--- config.mk ---
export PLATFORM = sky130hd
export DESIGN_NAME = dwt_cmp_slot
export DESIGN_NICKNAME = d
export VERILOG_FILES = /design/src/rtl/dwt_pkg.sv /design/src/rtl/dwt_cfg_regs.sv /design/src/rtl/dwt_action_decode.sv /design/src/rtl/dwt_match.sv /design/src/rtl/dwt_pkt_fsm.sv /design/src/rtl/dwt_cmp_slot.sv
export SDC_FILE = /design/constraint.sdc
export NUM_CORES = 1
export LEC_CHECK = 0
export CAP_MARGIN = 20
export CORE_ASPECT_RATIO = 1.2
export CORE_MARGIN = 3
export CORE_UTILIZATION = 35
export DETAILED_ROUTE_END_ITERATION = 10
export PLACE_DENSITY = 0.66
export SETUP_SLACK_MARGIN = 0.2
export SLEW_MARGIN = 25
export SYNTH_ARGS = -nofsm -noshare
export SYNTH_HDL_FRONTEND = slang
export SYNTH_SLANG_ARGS = --single-unit
--- constraint.sdc ---
create_clock -name clk -period 5.6 [get_ports clk]
set_clock_uncertainty 0.1 [all_clocks]
set_input_delay 1.68 -clock clk [delete_from_list [all_inputs] [get_ports clk]]
set_output_delay 1.68 -clock clk [all_outputs]
set_load 0.02 [all_outputs]
--- src/rtl/dwt_pkg.sv ---
package dwt_pkg;

    typedef enum logic [1:0] {
        PK_PC   = 2'd0,
        PK_OFF  = 2'd1,
        PK_DATA = 2'd2
    } pkt_kind_e;

    typedef enum logic [1:0] {
        ST_IDLE   = 2'd0,
        ST_BEAT_A = 2'd1,
        ST_BEAT_B = 2'd2
    } tx_state_e;

    typedef struct packed {
        logic wp;      // raise halt pulse
        logic trig;    // raise trigger pulse
        logic trace;   // form a packet
        logic pc_cmp;  // compare PC instead of data address
        logic on_rd;   // accept reads
        logic on_wr;   // accept writes
        logic f_pc;    // packet carries PC
        logic f_off;   // packet carries address offset
        logic f_data;  // packet carries data value
    } action_t;

endpackage

--- src/rtl/dwt_cfg_regs.sv ---
module dwt_cfg_regs #(
    parameter int WORD_W    = 32,
    parameter int CODE_W    = 4,
    parameter int RANGE_BIT = 8
) (
    input  logic              clk,
    input  logic              rst_n,
    input  logic              cfg_we,
    input  logic              cfg_sel,
    input  logic [WORD_W-1:0] cfg_wdata,
    output logic [WORD_W-1:0] cmp_addr,
    output logic [CODE_W-1:0] code,
    output logic              emit_rng
);

    always_ff @(posedge clk or negedge rst_n) begin
        if (!rst_n) begin
            cmp_addr <= '0;
            code     <= '0;
            emit_rng <= 1'b0;
        end else if (cfg_we) begin
            if (!cfg_sel) begin
                cmp_addr <= cfg_wdata;
            end else begin
                code     <= cfg_wdata[CODE_W-1:0];
                emit_rng <= cfg_wdata[RANGE_BIT];
            end
        end
    end

endmodule

--- src/rtl/dwt_action_decode.sv ---
module dwt_action_decode
    import dwt_pkg::*;
(
    input  logic [3:0] code,
    input  logic       emit_rng,
    output action_t    act
);

    always_comb begin
        act = '0;
        unique case (code)
            4'd0: begin
                act = '0;
            end
            4'd1: begin
                act.trace = 1'b1;
                act.on_rd = 1'b1;
                act.on_wr = 1'b1;
                act.f_pc  = !emit_rng;
                act.f_off = emit_rng;
            end
            4'd2: begin
                act.trace  = 1'b1;
                act.on_rd  = 1'b1;
                act.on_wr  = 1'b1;
                act.f_off  = emit_rng;
                act.f_data = 1'b1;
            end
            4'd3: begin
                act.trace  = 1'b1;
                act.on_rd  = 1'b1;
                act.on_wr  = 1'b1;
                act.f_pc   = !emit_rng;
                act.f_off  = emit_rng;
                act.f_data = 1'b1;
            end
            4'd4, 4'd8: begin
                act.wp     = (code == 4'd4);
                act.trig   = (code == 4'd8);
                act.pc_cmp = 1'b1;
            end
            4'd5, 4'd9: begin
                act.wp    = (code == 4'd5);
                act.trig  = (code == 4'd9);
                act.on_rd = 1'b1;
            end
            4'd6, 4'd10: begin
                act.wp    = (code == 4'd6);
                act.trig  = (code == 4'd10);
                act.on_wr = 1'b1;
            end
            4'd7, 4'd11: begin
                act.wp    = (code == 4'd7);
                act.trig  = (code == 4'd11);
                act.on_rd = 1'b1;
                act.on_wr = 1'b1;
            end
            4'd12, 4'd13: begin
                act.trace  = 1'b1;
                act.on_rd  = (code == 4'd12);
                act.on_wr  = (code == 4'd13);
                act.f_off  = emit_rng;
                act.f_data = !emit_rng;
            end
            4'd14, 4'd15: begin
                act.trace  = 1'b1;
                act.on_rd  = (code == 4'd14);
                act.on_wr  = (code == 4'd15);
                act.f_pc   = !emit_rng;
                act.f_off  = emit_rng;
                act.f_data = 1'b1;
            end
        endcase
    end

endmodule

--- src/rtl/dwt_match.sv ---
module dwt_match
    import dwt_pkg::*;
#(
    parameter int WORD_W = 32
) (
    input  action_t           act,
    input  logic [WORD_W-1:0] cmp_addr,
    input  logic              acc_valid,
    input  logic [WORD_W-1:0] acc_addr,
    input  logic              acc_write,
    input  logic [WORD_W-1:0] cur_pc,
    output logic              hit
);

    logic addr_eq;
    logic pc_eq;
    logic dir_ok;

    always_comb begin
        addr_eq = (acc_addr == cmp_addr);
        pc_eq   = (cur_pc == cmp_addr);
        dir_ok  = acc_write ? act.on_wr : act.on_rd;
        if (!acc_valid) begin
            hit = 1'b0;
        end else if (act.pc_cmp) begin
            hit = pc_eq;
        end else begin
            hit = addr_eq && dir_ok;
        end
    end

endmodule

--- src/rtl/dwt_pkt_fsm.sv ---
module dwt_pkt_fsm
    import dwt_pkg::*;
#(
    parameter int WORD_W = 32,
    parameter int OFF_W  = 16
) (
    input  logic              clk,
    input  logic              rst_n,
    input  logic              ev_trace,
    input  action_t           act,
    input  logic              acc_fault,
    input  logic              acc_first,
    input  logic [WORD_W-1:0] acc_addr,
    input  logic [WORD_W-1:0] acc_data,
    input  logic [WORD_W-1:0] cur_pc,
    input  logic              pkt_ready,
    output logic              pkt_valid,
    output logic [1:0]        pkt_kind,
    output logic [WORD_W-1:0] pkt_word
);

    localparam int PAD_W = WORD_W - OFF_W;

    tx_state_e         state_q, state_d;
    pkt_kind_e         kind_a_q, kind_b_q;
    logic [WORD_W-1:0] word_a_q, word_b_q;
    logic              two_q;

    logic              use_pc, use_off, use_data;
    logic              any_field, lead_field;
    logic              load;
    pkt_kind_e         kind_a_d;
    logic [WORD_W-1:0] word_a_d;
    logic [WORD_W-1:0] off_word;

    always_comb begin
        off_word   = {{PAD_W{1'b0}}, acc_addr[OFF_W-1:0]};
        use_pc     = act.f_pc && acc_first;
        use_off    = act.f_off;
        use_data   = act.f_data && !acc_fault;
        lead_field = use_pc || use_off;
        any_field  = lead_field || use_data;
        load       = ev_trace && any_field && (state_q == ST_IDLE);
        if (use_pc) begin
            kind_a_d = PK_PC;
            word_a_d = cur_pc;
        end else if (use_off) begin
            kind_a_d = PK_OFF;
            word_a_d = off_word;
        end else begin
            kind_a_d = PK_DATA;
            word_a_d = acc_data;
        end
    end

    always_comb begin
        state_d = state_q;
        unique case (state_q)
            ST_IDLE: begin
                if (load) state_d = ST_BEAT_A;
            end
            ST_BEAT_A: begin
                if (pkt_ready) state_d = two_q ? ST_BEAT_B : ST_IDLE;
            end
            ST_BEAT_B: begin
                if (pkt_ready) state_d = ST_IDLE;
            end
            default: state_d = ST_IDLE;
        endcase
    end

    always_ff @(posedge clk or negedge rst_n) begin
        if (!rst_n) begin
            state_q <= ST_IDLE;
        end else begin
            state_q <= state_d;
        end
    end

    always_ff @(posedge clk or negedge rst_n) begin
        if (!rst_n) begin
            kind_a_q <= PK_PC;
            kind_b_q <= PK_DATA;
            word_a_q <= '0;
            word_b_q <= '0;
            two_q    <= 1'b0;
        end else if (load) begin
            kind_a_q <= kind_a_d;
            word_a_q <= word_a_d;
            kind_b_q <= PK_DATA;
            word_b_q <= acc_data;
            two_q    <= lead_field && use_data;
        end
    end

    always_comb begin
        pkt_valid = 1'b0;
        pkt_kind  = kind_a_q;
        pkt_word  = word_a_q;
        unique case (state_q)
            ST_IDLE: begin
                pkt_valid = 1'b0;
            end
            ST_BEAT_A: begin
                pkt_valid = 1'b1;
            end
            ST_BEAT_B: begin
                pkt_valid = 1'b1;
                pkt_kind  = kind_b_q;
                pkt_word  = word_b_q;
            end
            default: pkt_valid = 1'b0;
        endcase
    end

endmodule

--- src/rtl/dwt_cmp_slot.sv ---
module dwt_cmp_slot
    import dwt_pkg::*;
#(
    parameter int WORD_W    = 32,
    parameter int CODE_W    = 4,
    parameter int RANGE_BIT = 8,
    parameter int OFF_W     = 16
) (
    input  logic              clk,
    input  logic              rst_n,
    input  logic              cfg_we,
    input  logic              cfg_sel,
    input  logic [WORD_W-1:0] cfg_wdata,
    input  logic              acc_valid,
    input  logic [WORD_W-1:0] acc_addr,
    input  logic              acc_write,
    input  logic [WORD_W-1:0] acc_data,
    input  logic              acc_fault,
    input  logic              acc_first,
    input  logic [WORD_W-1:0] cur_pc,
    output logic              halt_pulse,
    output logic              trig_pulse,
    output logic              pkt_valid,
    input  logic              pkt_ready,
    output logic [1:0]        pkt_kind,
    output logic [WORD_W-1:0] pkt_word
);

    logic [WORD_W-1:0] cmp_addr;
    logic [CODE_W-1:0] cfg_code;
    logic              emit_rng;
    action_t           act;
    logic              hit;

    dwt_cfg_regs #(
        .WORD_W    (WORD_W),
        .CODE_W    (CODE_W),
        .RANGE_BIT (RANGE_BIT)
    ) i_cfg (
        .clk       (clk),
        .rst_n     (rst_n),
        .cfg_we    (cfg_we),
        .cfg_sel   (cfg_sel),
        .cfg_wdata (cfg_wdata),
        .cmp_addr  (cmp_addr),
        .code      (cfg_code),
        .emit_rng  (emit_rng)
    );

    dwt_action_decode i_dec (
        .code     (cfg_code),
        .emit_rng (emit_rng),
        .act      (act)
    );

    dwt_match #(
        .WORD_W (WORD_W)
    ) i_match (
        .act       (act),
        .cmp_addr  (cmp_addr),
        .acc_valid (acc_valid),
        .acc_addr  (acc_addr),
        .acc_write (acc_write),
        .cur_pc    (cur_pc),
        .hit       (hit)
    );

    dwt_pkt_fsm #(
        .WORD_W (WORD_W),
        .OFF_W  (OFF_W)
    ) i_fsm (
        .clk       (clk),
        .rst_n     (rst_n),
        .ev_trace  (hit && act.trace),
        .act       (act),
        .acc_fault (acc_fault),
        .acc_first (acc_first),
        .acc_addr  (acc_addr),
        .acc_data  (acc_data),
        .cur_pc    (cur_pc),
        .pkt_ready (pkt_ready),
        .pkt_valid (pkt_valid),
        .pkt_kind  (pkt_kind),
        .pkt_word  (pkt_word)
    );

    always_ff @(posedge clk or negedge rst_n) begin
        if (!rst_n) begin
            halt_pulse <= 1'b0;
            trig_pulse <= 1'b0;
        end else begin
            halt_pulse <= hit && act.wp;
            trig_pulse <= hit && act.trig;
        end
    end

endmodule

==> impl_results.md <==
* Outcome: finished clean
* Minimum clock period at 4330 ps
* Maximum vdd drop at 0.133 mV
* Die outline height at 148 um
* Most frequent cells in the layout: clkdlybuf4s50_1 (172), dfrtp_1 (108), mux2_2 (90)
* Clk_lat worst skew at 350 ps
* Commonest non-fill, non-tap cell in the layout: clkdlybuf4s50_1
* Die X at 124 um
* Vias/cell at 5.21
* Count of final hold-check violations at 0
* Setup TNS at 0 ps
* Max-slew headroom at 40.1%
* Final setup vio count at 0
* RSZ-0062 raised after global routing: false
* Hold Path Class: register to register
* Core footprint at 16300 um2
* Drt first-iter violations at 309
* Syn Std Cell Area at 5890 um2
* Final Max Slew Viols at 0
* Seq/Total Area, Yosys at 45.9%
* Setup crit end kind: register
* Worst Reg2Reg Path Length in Cells at 7
* FP Rows at 51
* TritonRoute pass-1 iters at 6
* Number of global-route vias before repair at 4995
* Ant diodes at 0
* Clk Tree Root Cell: clkbuf_16
* Worst Tran Pin Value at 899 ps
* Critical path startpoint: acc_addr[12]
* Via count at 4576
* Max Cap Violations at 0
* Crit path required time at 5730 ps
* Synth-to-Final Area Change at 37.7%
* Total GRT Usage at 19.6%
* Leakage power at 3.62 nW
* Initial antenna violation count at 0
* FF+latch count, synth at 108
* Gates resized, CTS repair at 0
* Pwr/cell area at 264 nW/um2
* DRC viols at 0
* Antenna viol nets, final at 0
* Largest net degree at the start of global routing at 70
* Startpoint Class: input pin
* Warnings from Yosys at 0
* Placer Congestion at 0.922
* WL per Instance at 20.9 um
* Mean Syn Cell Area at 11.8 um2
* Port Buf Inserts at 173
* Post-Route WL at 18.3 mm
* Die Area at 18400 um2
* Fin crit share at 77.4%
* CTS Buf Count at 9
* Final std cells w/o fill at 879
* Initial Util at 36.0%
* Clk sink count at 108
* Worst r2r src: i_cfg.code[2]
* CTS clk-pin slew, worst paths at 70 ps
* First-pass GRT wire length at 27.9 mm
* CP arrival at 4470 ps
* Placed cells at 864
* TritonCTS clock tree: yes
* Post-CTS Setup Bufs at 0
* Achievable Freq at 0.231 GHz
* Final net count at 803
* H-Tree Depth at 3
* DP Wirelength at 14.3 mm
* Ports at 174
* Clock tree buffer depth at 2
* Cells after Synth at 500
* Crit Path Max Fanout at 35
* Syn_nets at 640
* Cell variety after synth at 41
* WS Path Type: input pin to register
* Hold depth at 1
* Share of cells above drive strength 1 at 20.1%
* Hold Buf Count CTS at 0
* Util after Layout at 49.6%
* Gr ovfl total at 0
* Hold Crit Start: i_fsm.word_b_q[13]
==> critical path, stage by stage <==
cell	delay, ps
clkdlybuf4s50_1	460
xor2_1	210
or4_1	530
or4_1	480
a2111oi_4	370
nand2_4	70
buf_4	300
mux2_4	350
==> stage by stage <==
step                      cell area [um2]  hold WS (ps)  setup slack, ps  power, mW
after global placement               7810           383             1000       1.51
after CTS                            8100           409             1060       2.16
after global routing                 8110           423             1210       2.24
after floorplan                      5890           371             1650       1.21
after detailed placement             7810           393              942       1.52
final                                8110           407             1270       2.14
==> cells in the mapped netlist, drive strengths merged <==
master / count / area share (%)
and4: 1 / 0.15
nor3: 3 / 0.25
a41oi: 1 / 0.15
nor4: 12 / 1.3
xnor2: 21 / 3.1
inv: 18 / 1.1
nand3: 5 / 0.42
nor2b: 3 / 0.32
buf: 13 / 1.3
and2: 1 / 0.11
nand3b: 1 / 0.13
nor3b: 2 / 0.25
nand2: 26 / 1.7
mux2i: 16 / 2.7
mux2: 103 / 21
dfrtp: 108 / 46
nor4b: 2 / 0.30
xor2: 44 / 6.5
or3b: 2 / 0.30
o2bb2ai: 2 / 0.30
a2111oi: 1 / 0.47
or4b: 1 / 0.17
nand4b: 2 / 0.30
a21oi: 21 / 1.8
a211o: 1 / 0.15
or2: 3 / 0.32
a22o: 32 / 4.8
and4b: 1 / 0.17
clkbuf: 14 / 0.89
nor2: 6 / 0.38
or4: 2 / 0.25
nand4: 8 / 0.85
ha: 3 / 0.64
nand2b: 3 / 0.32
o21ai: 18 / 1.5
==> registers in the layout, summed over array words and instances (netlist names) <==
register,flops
halt_pulse,1
i_cfg.cmp_addr,32
i_cfg.code,4
i_cfg.emit_rng,1
i_fsm.kind_a_q,2
i_fsm.state_q,2
i_fsm.two_q,1
i_fsm.word_a_q,32
i_fsm.word_b_q,32
trig_pulse,1
==> worst paths after layout <==
path,endpoint,slack [ps]
min in group asynchronous,i_fsm.word_b_q[15],1340
max reg2reg,i_fsm.word_a_q[20],2600
max in group asynchronous,i_cfg.cmp_addr[0],2970
min,i_fsm.word_b_q[13],410
max,i_fsm.word_a_q[20],1270
min reg2reg,i_fsm.word_b_q[13],410
==> power by group <==
part / internal, mW / switching, mW
registers: 0.822 / 0.0560
logic: 0.309 / 0.321
clock network: 0.346 / 0.287
total: 1.48 / 0.663
==> layout make-up <==
class	instances	area (um2)
clock buffers	10	229
flip-flops and latches	108	2700
multi-input cells	347	3010
clock inverters	5	61.3
well taps	212	265
inverters	18	67.6
fillers	1503	8230
repair buffers	179	1770
==> per-layer routing <==
layer / track usage, % / vias to the layer above / share of wire [%]
met2: 34.5 / 144 / 52
met4: 8.50 / 0 / 4.1
met1: 23.3 / 2261 / 40
met5: 0 / - / 0
li1: - / 2124 / -
met3: 3.95 / 47 / 4.1
==> logic make-up after synthesis <==
family	share of synthesized area, %
muxes	23.2
DFF	45.9
and+or+nand+nor	7.97
AOI/OAI and AO/OA	9.20
xor gates and xnor gates	9.67
buffers and inverters	3.38
adders and majority gates	0.638
Note: power is estimated with default switching activity, not from simulation.
